**src/rtl/bfp_pkg.sv**
```systemverilog
package bfp_pkg;
  typedef enum logic [1:0] {
    ST_IDLE = 2'd0,
    ST_FILL = 2'd1,
    ST_PROG = 2'd2
  } bfp_state_e;

  localparam int STAT_W      = 8;
  localparam int STAT_BUSY   = 0;
  localparam int STAT_ERR    = 4;
  localparam int STAT_READY  = 7;
endpackage

```
**src/rtl/bfp_wbuf.sv**
```systemverilog
module bfp_wbuf #(
  parameter int DW    = 16,
  parameter int DEPTH = 32,
  localparam int IW   = $clog2(DEPTH)
) (
  input  logic          clk,
  input  logic          we,
  input  logic [IW-1:0] waddr,
  input  logic [DW-1:0] wdata,
  input  logic [IW-1:0] raddr,
  output logic [DW-1:0] rdata
);
  logic [DW-1:0] mem_q [DEPTH];

  always_ff @(posedge clk) begin
    if (we) mem_q[waddr] <= wdata;
  end

  assign rdata = mem_q[raddr];
endmodule

```
**src/rtl/bfp_prog_engine.sv**
```systemverilog
module bfp_prog_engine #(
  parameter int AW    = 23,
  parameter int DEPTH = 32,
  parameter int PACE  = 4,
  localparam int IW   = $clog2(DEPTH),
  localparam int PW   = (PACE > 1) ? $clog2(PACE) : 1
) (
  input  logic          clk,
  input  logic          rst_n,
  input  logic          start,
  input  logic          ptr_load,
  input  logic [AW-1:0] ptr_val,
  output logic          arr_we,
  output logic [AW-1:0] arr_addr,
  output logic [IW-1:0] rd_idx,
  output logic          done
);
  logic          active_q;
  logic [PW-1:0] div_q;
  logic [IW-1:0] idx_q;
  logic [AW-1:0] ptr_q;

  assign arr_we   = active_q && (div_q == PW'(PACE - 1));
  assign done     = arr_we && (idx_q == IW'(DEPTH - 1));
  assign arr_addr = ptr_q;
  assign rd_idx   = idx_q;

  always_ff @(posedge clk or negedge rst_n) begin
    if (!rst_n) begin
      active_q <= 1'b0;
      div_q    <= '0;
      idx_q    <= '0;
      ptr_q    <= '0;
    end else begin
      if (ptr_load) ptr_q <= ptr_val;
      if (start) begin
        active_q <= 1'b1;
        div_q    <= '0;
        idx_q    <= '0;
      end else if (active_q) begin
        if (arr_we) begin
          div_q <= '0;
          idx_q <= idx_q + IW'(1);
          ptr_q <= ptr_q + AW'(1);
          if (done) active_q <= 1'b0;
        end else begin
          div_q <= div_q + PW'(1);
        end
      end
    end
  end

  generate
    if (PACE > 1) begin : g_pace_chk
      assert_commit_spacing_R3: assert property (@(posedge clk) disable iff (!rst_n)
        arr_we |=> !arr_we)
        else $error("commit strobes back to back");
    end
  endgenerate

  assert_addr_step_R4: assert property (@(posedge clk) disable iff (!rst_n)
    (arr_we && !done) |=> (arr_addr == $past(arr_addr) + AW'(1)))
    else $error("array pointer did not advance by one");
endmodule

```
**src/rtl/bfp_wctl.sv**
```systemverilog
module bfp_wctl
  import bfp_pkg::*;
#(
  parameter int AW        = 23,
  parameter int DW        = 16,
  parameter int BUF_WORDS = 32,
  parameter int BLK_LSB   = 16,
  parameter int PROG_CYC  = 4,
  localparam int IW       = $clog2(BUF_WORDS),
  localparam int BW       = AW - BLK_LSB
) (
  input  logic              clk,
  input  logic              rst_n,
  input  logic              arm,
  input  logic              wr_valid,
  output logic              wr_ready,
  input  logic [AW-1:0]     wr_addr,
  input  logic [DW-1:0]     wr_data,
  output logic              arr_we,
  output logic [AW-1:0]     arr_addr,
  output logic [DW-1:0]     arr_data,
  output logic [STAT_W-1:0] status
);
  bfp_state_e    state_q;
  logic [IW-1:0] cnt_q;
  logic [BW-1:0] blk_q;
  logic          blk_vld_q;
  logic          err_q;

  logic          take, in_blk, aligned, first_slot;
  logic          exit_req, abort_req, store, last_word, ptr_load;
  logic          eng_done;
  logic [IW-1:0] rd_idx;

  assign wr_ready   = 1'b1;
  assign take       = wr_valid && (state_q == ST_FILL);
  assign in_blk     = !blk_vld_q || (wr_addr[AW-1:BLK_LSB] == blk_q);
  assign aligned    = (wr_addr[IW-1:0] == '0);
  assign first_slot = (cnt_q == '0);
  assign exit_req   = take && !in_blk;
  assign abort_req  = take && in_blk && first_slot && !aligned;
  assign store      = take && in_blk && !(first_slot && !aligned);
  assign last_word  = store && (cnt_q == IW'(BUF_WORDS - 1));
  assign ptr_load   = store && !blk_vld_q;

  always_ff @(posedge clk or negedge rst_n) begin
    if (!rst_n) begin
      state_q   <= ST_IDLE;
      cnt_q     <= '0;
      blk_q     <= '0;
      blk_vld_q <= 1'b0;
      err_q     <= 1'b0;
    end else begin
      unique case (state_q)
        ST_IDLE: begin
          if (arm) begin
            state_q   <= ST_FILL;
            err_q     <= 1'b0;
            cnt_q     <= '0;
            blk_vld_q <= 1'b0;
          end
        end
        ST_FILL: begin
          if (exit_req) begin
            state_q <= ST_IDLE;
          end else if (abort_req) begin
            state_q <= ST_IDLE;
            err_q   <= 1'b1;
          end else if (store) begin
            blk_vld_q <= 1'b1;
            blk_q     <= wr_addr[AW-1:BLK_LSB];
            cnt_q     <= last_word ? '0 : cnt_q + IW'(1);
            if (last_word) state_q <= ST_PROG;
          end
        end
        ST_PROG: begin
          if (eng_done) state_q <= ST_FILL;
        end
        default: state_q <= ST_IDLE;
      endcase
    end
  end

  bfp_wbuf #(.DW(DW), .DEPTH(BUF_WORDS)) u_wbuf (
    .clk   (clk),
    .we    (store),
    .waddr (cnt_q),
    .wdata (wr_data),
    .raddr (rd_idx),
    .rdata (arr_data)
  );

  bfp_prog_engine #(.AW(AW), .DEPTH(BUF_WORDS), .PACE(PROG_CYC)) u_engine (
    .clk      (clk),
    .rst_n    (rst_n),
    .start    (last_word),
    .ptr_load (ptr_load),
    .ptr_val  (wr_addr),
    .arr_we   (arr_we),
    .arr_addr (arr_addr),
    .rd_idx   (rd_idx),
    .done     (eng_done)
  );

  always_comb begin
    status             = '0;
    status[STAT_READY] = (state_q == ST_IDLE);
    status[STAT_ERR]   = err_q;
    status[STAT_BUSY]  = (state_q == ST_PROG);
  end

  assert_busy_hold_R5: assert property (@(posedge clk) disable iff (!rst_n)
    (state_q == ST_PROG && !eng_done) |=> (state_q == ST_PROG))
    else $error("busy dropped before last commit");

  assert_refill_slot0_R2: assert property (@(posedge clk) disable iff (!rst_n)
    eng_done |=> (state_q == ST_FILL && cnt_q == '0))
    else $error("next fill does not start at slot 0");

  assert_ignore_busy_R6: assert property (@(posedge clk) disable iff (!rst_n)
    (state_q == ST_PROG) |=> ($stable(blk_q) && $stable(err_q) && $stable(blk_vld_q)))
    else $error("state disturbed during transfer");

  assert_abort_flag_R7: assert property (@(posedge clk) disable iff (!rst_n)
    $rose(err_q) |-> (state_q == ST_IDLE))
    else $error("error raised without leaving the mode");
endmodule

```
**config.mk**
```make
export PLATFORM = sky130hd
export DESIGN_NAME = bfp_wctl
export DESIGN_NICKNAME = d
export VERILOG_FILES = /design/src/rtl/bfp_pkg.sv /design/src/rtl/bfp_wbuf.sv /design/src/rtl/bfp_prog_engine.sv /design/src/rtl/bfp_wctl.sv
export SDC_FILE = /design/constraint.sdc
export NUM_CORES = 1
export LEC_CHECK = 0
export ABC_CLOCK_PERIOD_IN_PS = 2600
export BUFFER_PORTS_ARGS = -buffer_cell sky130_fd_sc_hd__buf_4
export CORE_MARGIN = 1
export CORE_UTILIZATION = 40
export DETAILED_ROUTE_END_ITERATION = 10
export SYNTH_ARGS = -nofsm -noshare
export SYNTH_HDL_FRONTEND = slang
export SYNTH_SLANG_ARGS = --single-unit
```
**constraint.sdc**
```tcl
create_clock -name clk -period 2.6 [get_ports clk]
set_input_delay 0.13 -clock clk [delete_from_list [all_inputs] [get_ports clk]]
set_output_delay 0.13 -clock clk [all_outputs]
set_load 0.1 [all_outputs]
```
# ---- After elaboration in Yosys (flattened, before gate mapping)
# Memory sizes are Yosys's and may differ from the RTL's.
# Index checks and enable logic that the tools add are counted.
dict set report totals {
  out_inout_bits 49
  ramBits 512
  n_memories 1
  register_bits 47
  in_bits 43
}
dict set report classes {
  addsub 4
  n_bitwise 2
  mux 37
  n_reduce_logical 27
  eq_ne 14
}
# memory words width rd rd_clocked_by_memory_dff wr line
set mem_list {}
lappend mem_list {u_wbuf.mem_q 32 16 1 0 1 bfp_wbuf.sv:13} ;# logic [DW-1:0] mem_q [DEPTH];
# operator count
set ops {}
lappend ops {{$mux 23} 4}
lappend ops {{$mux 5} 8}
lappend ops {{$add 23x1->23 const B} 1}
lappend ops {{$mux 2} 9}
lappend ops {{$mux 1} 12}
lappend ops {{$reduce_and 4->1} 3}
lappend ops {{$logic_and 1x1->1} 11}
lappend ops {{$add 5x1->5 const B} 2}
lappend ops {{$eq 5x5->1 const B} 2}
lappend ops {{$logic_not 5->1} 2}
lappend ops {{$ne 2x2->1 const B} 5}
lappend ops {{$pmux 5 s2} 1}
lappend ops {{$ne 4x4->1 const B} 2}
lappend ops {{$eq 7x7->1} 1}
lappend ops {{$pmux 2 s3} 1}
lappend ops {{$reduce_bool 2->1} 3}
lappend ops {{$reduce_and 5->1} 1}
lappend ops {{$eq 2x2->1 const B} 2}
lappend ops {{$logic_not 1->1} 4}
lappend ops {{$pmux 1 s2} 2}
lappend ops {{$add 2x1->2 const B} 1}
lappend ops {{$eq 2x1->1 const B} 1}
lappend ops {{$logic_not 2->1} 1}
lappend ops {{$ne 2x1->1 const B} 1}
lappend ops {{3 further kinds} 4}

# ---- Depth between registers and ports, before layout
# Gate-level depths: netlist (run 1).
dict set report depth {
  ltp_word 11
  depth_mapped 10
  ltp_nobuf 8
}

# ---- By module
# From an unflattened synthesis (run 1), not the netlist that was laid out.
dict set report unflattened {
  cells_unflattened 1425
  area_unflattened_um2 23055.9
}
# mod area_per_inst_um2 seq_area_each_um2 instances cells_per_inst
set by_module_without_submodules {}
lappend by_module_without_submodules {bfp_wbuf 20215.6 15374.7 1 1127}
lappend by_module_without_submodules {bfp_prog_engine 1825.5 775.7 1 203}
lappend by_module_without_submodules {bfp_wctl 1014.7 400.4 1 95}

# ---- Worst setup path after synthesis (run 1)
# No wires, ideal clock.
dict set report synth_path {
  kind {register to register}
  startpoint {register cnt_q[0]}
  endpoint {memory u_wbuf.mem_q[27][0], enable pin}
  arrival_time_ns 2.294
  path_slack_ns -0.083
  stages_incl_launch_ff 9
  t_required_ns 2.212
  setup_ns 0.388
  path_buffers 1
  cell_sequence {dfrtp_1 inv_1 ha_1 or4b_1 a2bb2oi_2 nor2_1 clkbuf_1 nand2_1 nor2_1}
}
dict set report synth_between {
  elab_chain_len 6
}
# item line
set synth_lines {}
lappend synth_lines {{start: declaration} bfp_wctl.sv:25} ;# logic [IW-1:0] cnt_q;
lappend synth_lines {{start signal: assignment} bfp_wctl.sv:72} ;# cnt_q <= last_word ? '0 : cnt_q + IW'(1);
lappend synth_lines {{$logic_not 5->1} bfp_wctl.sv:39} ;# assign first_slot = (cnt_q == '0);
lappend synth_lines {{$logic_and 1x1->1} bfp_wctl.sv:42} ;# assign store = take && in_blk && !(first_slot && !aligned);
lappend synth_lines {{$logic_not 1->1} bfp_wctl.sv:42}
lappend synth_lines {{$logic_and 1x1->1} bfp_wctl.sv:42}
lappend synth_lines {{$mux 1} bfp_wbuf.sv:16} ;# if (we) mem_q[waddr] <= wdata;
lappend synth_lines {{$mux 1 (not written as such)} bfp_wbuf.sv:16}
lappend synth_lines {{end: declaration} bfp_wbuf.sv:13}
# Several ways; a longest one is shown, not always the timed one.

# ---- Worst setup path in the final report (run 1)
dict set report layout_path {
  startpoint {register u_engine.idx_q[0], in the netlist u_engine.rd_idx[0]}
  endpoint {output arr_data[5]}
}
dict set report layout_between {
  elab_chain_len 1
}
# item line
set layout_lines {}
lappend layout_lines {{start: declaration} bfp_prog_engine.sv:20} ;# logic [IW-1:0] idx_q;
lappend layout_lines {{start signal: assignment} bfp_prog_engine.sv:43} ;# idx_q <= idx_q + IW'(1);
lappend layout_lines {{$mem_v2 32x16} n/a}
lappend layout_lines {{end: declaration} bfp_wctl.sv:21} ;# output logic [DW-1:0] arr_data,
# Every way passes these cells.

==> key figures, run 1 <==
Worst setup path
  • R2R Setup Slk: 0.15 ns
  • Crit path required time: 2.47 ns
  • Crit. End Element: output pin
  • R2R Path End: u_wbuf.mem_q[12][4]
  • Crit path cell chain: buf_12 -> buf_12 -> buf_12 -> mux4_2 -> mux4_2 -> mux2_4 -> buf_12
  • CP Class: reg -> out
  • Cell at the slowest stage of the critical path: mux4_2
  • Crit start category: register
  • Worst Path Arrival: 3.06 ns
  • Crit-path leading delay family: multiplexers
  • Crit path buffers/inverters: 4
  • Critical path peak fanout: 5
  • Worst path max stage delay: 0.53 ns
  • CP most frequent cell: buf_12
  • Register-to-Register Path Depth: 9
  • Reg2reg start: blk_q[3]

Final layout
  • Area of the multi-input gates: 5630 um^2
  • Most frequent cells in the layout: edfxtp_1, mux4_2, buf_4
  • Seq. cell area: 16600 um^2
  • Inserted Diodes: 0
  • Final non-filler cell area: 27700 um^2
  • Most common cell after layout, fill and taps aside: edfxtp_1
  • Layout cell share with drive strength beyond 1: 38.2%
  • Nets: 1362
  • Final cell count without fillers: 2102
  • Final Core Density: 50.3%
  • Fillers: 4458
  • Area grow syn2layout: 24.3%

Synth
  • Yosys top cell area share: 69.0%
  • Yosys warns: 0
  • Largest family of logic cells by synthesized area: multiplexers
  • Syn Area/Cell: 20.9 um^2
  • Asr flop ratio synth: 8.41%
  • Sequential area share after synthesis: 74.2%
  • Post-synth cell types: 58
  • Post-synthesis mux area share: 17.6%
  • Simple logic cell fraction of the synthesized area: 3.20%
  • Synth Area in Compound Gates: 2.49%
  • Adder-cell share of the synthesized area: 0.505%
  • Top cells by area, synth: edfxtp_1, mux4_2, dfrtp_1, mux2_2, nor2_1
  • Post-Synth XOR/XNOR Area: 0.511%
  • Area leader, netlist: edfxtp_1
  • Post-Syn Instances: 1066
  • Synthesized area: 22300 um^2
  • Post-synth EDFFs: 512
  • Yosys reg bits: 559
  • Ys flop type: edfxtp_1

Timing
  • Clk_skew: 0.0206 ns
  • Post-layout worst setup margin: -0.595 ns
  • Final setup vio count: 16
  • Worst slew pin tran: 0.655 ns
  • Fin Setup TNS: -8.71 ns
  • Min Tclk post-route: 3.19 ns
  • Fmax: 313 MHz
  • Max-slew headroom: 56.3%
  • Tcrit/Tclk final: 123%
  • Final hold vios: 0
  • Final Max Tran Viols: 0
  • RSZ-0062 raised after global routing: yes

Outcome
  • Failing checks: setup timing
  • Status: finished with violations

Drt
  • Drt total wl: 52000 um
  • DRT iter0 DRCs: 939
  • Routed vias: 11400
  • Vias/cell: 5.44
  • TritonRoute pass-1 iters: 5
  • Drc violations: 0
  • WL met1: 22700 um
  • Highest metal used: met4
  • Post-DRT Antenna Nets: 0
  • DR WL met3: 2780 um
  • Wire length on met2: 25300 um
  • Per-cell routed wire length: 24.7 um

Global route
  • Grt ovf: 0
  • GRT Total Usage: 18.8%
  • Global-route wire length before repair: 78300 um
  • Largest net degree at the start of global routing: 48
  • Vias in the first global route: 12100
  • Antenna violations before repair: 0

Power and ir drop
  • Total leakage power: 9.46 nW
  • Pwr Density: 775 nW/um^2
  • Clock share of power: 38.5%
  • Logic pwr share: 13.1%
  • VDD IR max: 1.12 mV
  • Seq pwr share: 48.3%
  • Switching share of total power: 26.7%
  • Sw Pwr: 5.74 mW
  • Cell-internal power: 15.7 mW

Place
  • Inst Count DP: 1946
  • Gpl congestion: 0.801
  • Dpl cell area: 24800 um^2
  • Buffers on Ports: 85
  • Detail Placement HPWL: 32000 um

Clock tree
  • Number of CTS-inserted buffers: 58
  • Clock slew at reported path FFs: 0.06 ns
  • # clock sinks: 559
  • Clk root buf: clkbuf_16
  • Clk buf depth: 3
  • Worst skew pair latency: 0.62 ns
  • CTS tree: yes
  • H-tree depth: 2

Die
  • Die area: 56700 um^2
  • Starting Density: 40.5%
  • Rows: 86
  • CORE AREA: 55100 um^2
  • Die height: 238 um
  • Die Width: 238 um
  • Ports: 92

Min path
  • Hold EP: state_q[1]
  • Hold Path Class: in -> reg
  • Hold_sp: wr_valid
  • Hold Crit Depth: 5

Job
  • Max cap viols: 0
-- per-stage QoR --
stage                     setup slack, ns  total power [mW]  hold WS [ns]
after floorplan                   -0.0826              12.5        -0.166
after global placement             -0.305              13.3         0.198
after global routing               -0.633              22.1        0.0700
after CTS                          -0.624              21.6        0.0184
after detailed placement           -0.343              13.3         0.209
final                              -0.595              21.5        0.0465
-- flip-flops by register name, summed over array words and instances (netlist names) --
name,flops
blk_q,7
blk_vld_q,1
cnt_q,5
err_q,1
state_q,2
u_engine.active_q,1
u_engine.arr_addr,23
u_engine.div_q,2
u_engine.rd_idx,5
u_wbuf.mem_q,512
-- worst reg2reg max path: stages (launching register included) --
cell and delay [ns]:
dfrtp_1 0.39, xnor2_1 0.16, nand4_1 0.13, o21a_1 0.21
nor2_2 0.24, nand2_1 0.11, buf_4 0.18, buf_4 0.18
nor2_2 0.32, buf_12 0.23
-- what timing repair did --
action | 4_1_cts | 5_1_grt
resized for setup | 69 | 12
cloned | 6 | 1
buffers inserted | 5 | 0
hold buffers | 41 | 0
setup endpoints to repair | 219 | 104
hold endpoints to repair | 594 | 0
-- layout make-up --
type	instances	area share, %
clock buffer	69	5.39
clock inverter	35	1.44
inverter	10	0.135
multi-input combinational	441	20.3
sequential	559	59.8
tap	748	3.38
timing repair buffer	240	9.58
-- cell families after synthesis --
group,Yosys count
multiplexers,188
AO/OA/AOI/OAI,78
XOR/XNOR,13
buffers and inverters,70
AND/OR/NAND/NOR,147
other,2
adder cells (fa/ha/maj),9
flip-flops,559
-- worst max-delay path by stage --
stage / slack [ns] / to / from / depth (start not counted)
final: -0.59 / arr_data[5] / u_engine.rd_idx[0] / 7
after global routing: -0.63 / arr_data[1] / u_engine.rd_idx[0] / 7
after CTS: -0.62 / arr_data[5] / u_engine.rd_idx[0] / 7
after detailed placement: -0.34 / u_wbuf.mem_q[3][5] / wr_addr[1] / 7
after global placement: -0.31 / u_wbuf.mem_q[2][5] / wr_addr[1] / 7
after floorplan: -0.08 / u_wbuf.mem_q[27][0] / cnt_q[0] / 8
-- layer usage --
layer	vias to the layer above	global-route usage [%]
met2	353	30.0
met1	6083	26.5
met4	0	5.89
met3	75	3.34
met5	-	0
li1	4921	-
-- cells in the mapped netlist (10+ instances only) --
library cell / instances
a21oi_1: 16
and3_1: 13
buf_2: 16
clkbuf_1: 28
dfrtp_1: 47
edfxtp_1: 512
inv_1: 10
mux2_2: 23
mux4_2: 160
nand2_1: 26
nand3_1: 11
nor2_1: 60
o21ai_0: 16
-- power by group through the flow --
stage	Clock (mW)	Combinational [mW]	Sequential (mW)
after global placement	0	2.72	10.5
after floorplan	0	0.835	11.6
after global routing	8.77	2.96	10.4
final	8.28	2.82	10.4
after CTS	8.43	2.82	10.4
after detailed placement	0	2.75	10.5
Note: power is estimated with default switching activity, not from simulation.
==> inputs of run 2 (changes only) <==
- CTS_BUF_LIST: default -> sky130_fd_sc_hd__clkbuf_8
==> key figures, run 2 (same netlist as run 1, synthesis figures left out) <==
Final layout
  • Most frequent cells in the layout: edfxtp_1, mux4_2, buf_4
  • Area of the multi-input gates: 5640 um^2
  • Area grow syn2layout: 23.3%
  • Largest reg by FF count: u_wbuf.mem_q
  • Most common cell after layout, fill and taps aside: edfxtp_1
  • Layout cell share with drive strength beyond 1: 38.4%
  • Seq. cell area: 16600 um^2
  • Final cell count without fillers: 2163
  • Inserted Diodes: 0
  • Fillers: 4532
  • Largest register FFs: 512
  • Nets: 1397

Power and ir drop
  • Logic pwr share: 14.0%
  • Switching share of total power: 28.6%
  • Pwr Density: 734 nW/um^2
  • VDD IR max: 1.39 mV
  • Seq pwr share: 51.5%
  • Clock share of power: 34.5%
  • Total leakage power: 9.55 nW
  • Sw Pwr: 5.78 mW
  • Cell-internal power: 14.4 mW

Place
  • Buffers on Ports: 85
  • Gpl congestion: 0.801
  • Detail Placement HPWL: 32000 um
  • Inst Count DP: 1946
  • Setup WS pre-CTS: -0.343 ns

Drt
  • TritonRoute pass-1 iters: 5
  • Per-cell routed wire length: 24.3 um
  • Vias/cell: 5.37
  • Post-DRT Antenna Nets: 0
  • Drc violations: 0
  • Routed vias: 11600
  • DRT iter0 DRCs: 972
  • Drt total wl: 52600 um

Job
  • Max cap viols: 0

Timing
  • Final Max Tran Viols: 0
  • Clk_skew: 0.0236 ns
  • Fin Setup TNS: -9.65 ns
  • Min Tclk post-route: 3.23 ns
  • Worst slew pin tran: 0.660 ns
  • Fmax: 309 MHz
  • Final hold vios: 0
  • Post-layout worst setup margin: -0.632 ns
  • Max-slew headroom: 55.9%
  • Worst hold margin: 0.0542 ns
  • RSZ-0062 raised after global routing: yes
  • Tcrit/Tclk final: 124%
  • Final setup vio count: 16

Clock tree
  • H-tree depth: 3
  • # clock sinks: 559
  • Clock slew at reported path FFs: 0.06 ns
  • Clk root buf: clkbuf_8
  • Clk buf depth: 3
  • CTS tree: yes
  • Worst skew pair latency: 0.67 ns
  • Number of CTS-inserted buffers: 92

Worst setup path
  • Crit. End Element: output pin
  • Crit path cell chain: buf_12 -> buf_12 -> buf_4 -> mux4_2 -> mux4_2 -> mux2_4 -> buf_12
  • R2R Path End: u_wbuf.mem_q[12][0]
  • Crit start category: register
  • R2R Setup Slk: 0.15 ns
  • Reg2reg start: blk_q[1]
  • CP most frequent cell: buf_12
  • Worst Path Arrival: 3.10 ns
  • Register-to-Register Path Depth: 9
  • CP Class: reg -> out
  • Critical path peak fanout: 5
  • Worst path max stage delay: 0.50 ns
  • Crit path required time: 2.47 ns
  • Cell at the slowest stage of the critical path: dfrtp_4

Die
  • CORE AREA: 55100 um^2
  • Ports: 92
  • Die Width: 238 um
  • Rows: 86
  • Starting Density: 40.5%
  • Die height: 238 um
  • Die area: 56700 um^2

Min path
  • Hold Path Class: in -> async

Outcome
  • Failing checks: setup timing
  • Status: finished with violations

Global route
  • Vias in the first global route: 12400
  • Antenna violations before repair: 0
  • Largest net degree at the start of global routing: 48
  • Global-route wire length before repair: 79100 um
  • Grt ovf: 0
  • GRT Total Usage: 19.1%
[run 2: cell types whose count changed in the layout (fill, tap and decap cells not counted), moves of 2 or more]
cell / before / now
inv_1: 10 / 55
bufinv_16: 8 / 1
clkbuf_16: 59 / 0
clkbuf_8: 0 / 96
clkinvlp_4: 3 / 1
clkinv_2: 8 / 3
clkbuf_1: 11 / 0
[run 2: worst max path at each step]
| stage | start | end | slack, ns | cells past startpoint |
|---|---|---|---|---|
| final | u_engine.rd_idx[0] | arr_data[1] | -0.63 | 7 |
| after global placement | wr_addr[1] | u_wbuf.mem_q[2][5] | -0.31 | 7 |
| after global routing | u_engine.rd_idx[0] | arr_data[1] | -0.72 | 7 |
| after detailed placement | wr_addr[1] | u_wbuf.mem_q[3][5] | -0.34 | 7 |
| after floorplan | cnt_q[0] | u_wbuf.mem_q[27][0] | -0.08 | 8 |
| after CTS | u_engine.rd_idx[0] | arr_data[5] | -0.71 | 7 |
[run 2: through the flow]
step / total power, mW / cell area [um^2] / utilization [%]
detailed placement: 13.3 / 24800 / 45.1
global route: 20.9 / 27500 / 49.9
global placement: 13.3 / 24800 / 45.1
floorplan: 12.5 / 22300 / -
finish: 20.2 / 27500 / 49.9
CTS: 20.3 / 27400 / 49.8
[run 2: critical path, delay by kind of cell (launching register included)]
family | cells | cell delay, ns
buffers and inverters | 4 | 0.62
flip-flops | 1 | 0.50
multiplexers | 3 | 1.31
[run 2: final cells by class]
| type | count | area share (%) |
|---|---|---|
| flip-flops and latches | 559 | 60.3 |
| well taps | 748 | 3.41 |
| clock buffers | 96 | 4.81 |
| inverters | 10 | 0.137 |
| clock inverters | 68 | 1.19 |
| multi-input cells | 441 | 20.5 |
| repair buffers | 241 | 9.68 |
[run 2: metal layers]
layer  global-route usage, %  part of all wire, %  routed length (um)  up-vias
met5                       0                    0                   0        -
met4                    5.65                  2.5                1310        0
met3                    4.75                  6.7                3530       95
met2                    30.2                   48               25300      431
met1                    26.2                   43               22400     6094
li1                        -                    -                   -     5006
[run 2: power groups by stage]
| stage | clock network (mW) | logic (mW) | registers [mW] |
|---|---|---|---|
| 2_1_floorplan | 0 | 0.835 | 11.6 |
| 3_3_place_gp | 0 | 2.72 | 10.5 |
| 3_5_place_dp | 0 | 2.75 | 10.5 |
| 4_1_cts | 7.14 | 2.83 | 10.4 |
| 5_1_grt | 7.50 | 2.96 | 10.4 |
| 6_report | 6.96 | 2.82 | 10.4 |
[run 2: timing repair]
action / in CTS / in global routing
resized for setup: 70 / 12
gates cloned: 6 / 0
setup buffers: 5 / 1
hold buffers: 42 / 0
pin swaps: 0 / 0
endpoints found under the hold margin: 596 / 0
endpoints found under the setup margin: 219 / 28
==> inputs of run 3 (changes only) <==
- SKIP_LAST_GASP: default -> 1
==> key figures, run 3 (same netlist as run 1, synthesis figures left out) <==
Power and ir drop
  • Total power: 20.2 mW
  • Pwr Density: 733 nW/um^2
  • VDD IR max: 1.39 mV
  • Total leakage power: 9.55 nW

Worst setup path
  • Crit-path leading delay family: multiplexers
  • Crit path depth: 7
  • CP most frequent cell: buf_12
  • Crit start category: register
  • Critical path peak fanout: 5
  • Crit path required time: 2.47 ns
  • Crit path buffers/inverters: 4
  • Crit. End Element: output pin
  • Cell at the slowest stage of the critical path: mux4_2
  • Worst path max stage delay: 0.52 ns
  • CP Class: reg -> out
  • Worst Path Arrival: 3.10 ns
  • Reg2reg start: blk_q[1]
  • Crit path cell chain: buf_12 -> buf_12 -> buf_12 -> mux4_2 -> mux4_2 -> mux2_4 -> buf_12
  • Register-to-Register Path Depth: 9
  • R2R Setup Slk: 0.15 ns
  • R2R Path End: u_wbuf.mem_q[12][0]
  • Worst setup path startpoint: u_engine.rd_idx[0]
  • Setup crit end: arr_data[5]

Clock tree
  • H-tree depth: 3
  • # clock sinks: 559
  • Clock slew at reported path FFs: 0.06 ns
  • Clk buf depth: 3
  • Number of CTS-inserted buffers: 92
  • Clk root buf: clkbuf_8
  • CTS tree: yes
  • Worst skew pair latency: 0.67 ns

Drt
  • Drt total wl: 52500 um
  • DRT iter0 DRCs: 965
  • TritonRoute pass-1 iters: 5
  • Post-DRT Antenna Nets: 0
  • Vias/cell: 5.35
  • Per-cell routed wire length: 24.3 um
  • Routed vias: 11600
  • Drc violations: 0

Timing
  • Clk_skew: 0.0217 ns
  • Tcrit/Tclk final: 124%
  • Fmax: 309 MHz
  • Worst slew pin tran: 0.667 ns
  • Final setup vio count: 16
  • Max-slew headroom: 55.4%
  • Final Max Tran Viols: 0
  • RSZ-0062 raised after global routing: yes
  • Final hold vios: 0
  • Min Tclk post-route: 3.23 ns
  • Post-layout worst setup margin: -0.632 ns

Die
  • Rows: 86
  • Starting Density: 40.5%
  • Die height: 238 um
  • CORE AREA: 55100 um^2
  • Die Width: 238 um
  • Ports: 92
  • Die area: 56700 um^2

Job
  • Max cap viols: 0

Global route
  • Global-route wire length before repair: 79200 um
  • Vias in the first global route: 12400
  • Grt ovf: 0
  • GRT Total Usage: 19.1%
  • Largest net degree at the start of global routing: 48
  • Antenna violations before repair: 0

Final layout
  • Inserted Diodes: 0
  • Area grow syn2layout: 23.3%
  • Most frequent cells in the layout: edfxtp_1, mux4_2, buf_4
  • Most common cell after layout, fill and taps aside: edfxtp_1
  • Final non-filler cell area: 27500 um^2
  • Largest register FFs: 512
  • Layout cell share with drive strength beyond 1: 38.4%
  • Nets: 1397
  • Largest reg by FF count: u_wbuf.mem_q

Outcome
  • Failing checks: setup timing
  • Status: finished with violations

Min path
  • Hold Path Class: in -> async

Place
  • Detail Placement HPWL: 32000 um
  • Buffers on Ports: 85
  • Dpl cell area: 24800 um^2
  • Gpl congestion: 0.801
  • Setup WS pre-CTS: -0.343 ns
run 3: how the worst min path moves through the flow:
stage / endpoint / slack [ns] / depth (start not counted) / startpoint
6_report: u_engine.arr_addr[19] / 0.05 / 2 / rst_n
5_1_grt: state_q[1] / 0.07 / 2 / rst_n
4_1_cts: u_engine.rd_idx[1] / 0.02 / 2 / rst_n
3_5_place_dp: u_engine.arr_addr[22] / 0.21 / 1 / rst_n
3_3_place_gp: u_engine.arr_addr[22] / 0.20 / 1 / rst_n
2_1_floorplan: blk_q[0] / -0.17 / 0 / rst_n
run 3: area by class of cell:
class	count	area [um^2]
clock buffers	96	1320
clock inverters	68	327
fillers	4532	27600
inverters	10	37.5
multi-input cells	441	5640
flip-flops and latches	559	16600
well taps	748	936
repair buffers	241	2660
run 3: what timing repair did:
item,in CTS,in global routing
endpoints found under the hold margin,596,0
buffers inserted,5,1
setup endpoints to repair,219,109
hold buffers,42,0
cloned,6,0
gates resized for setup,66,16
run 3: through the flow:
| stage | setup TNS (ns) | hold WS (ns) | instances | utilization (%) |
|---|---|---|---|---|
| after global routing | -11.00 | 0.0735 | 2163 | 49.9 |
| after global placement | -57.10 | 0.198 | 1946 | 45.1 |
| final | -9.62 | 0.0542 | 2163 | 49.9 |
| after floorplan | -10.21 | -0.166 | 1070 | - |
| after detailed placement | -64.66 | 0.209 | 1946 | 45.1 |
| after CTS | -10.68 | 0.0205 | 2163 | 49.8 |
run 3: routing by layer:
layer	track usage, %	vias to the layer above	share of wire, %	wire [um]
met5	0	-	0	0
met4	5.65	0	2.3	1220
met3	4.75	87	6.4	3340
met2	30.2	396	48	25400
met1	26.2	6084	43	22500
li1	-	5002	-	-
run 3: power breakdown:
part           total [mW]  switching (mW)  internal, mW
clock                6.95            3.43          3.52
sequential           10.4           0.304          10.1
combinational        2.82            2.03         0.788
total                20.2            5.76          14.4
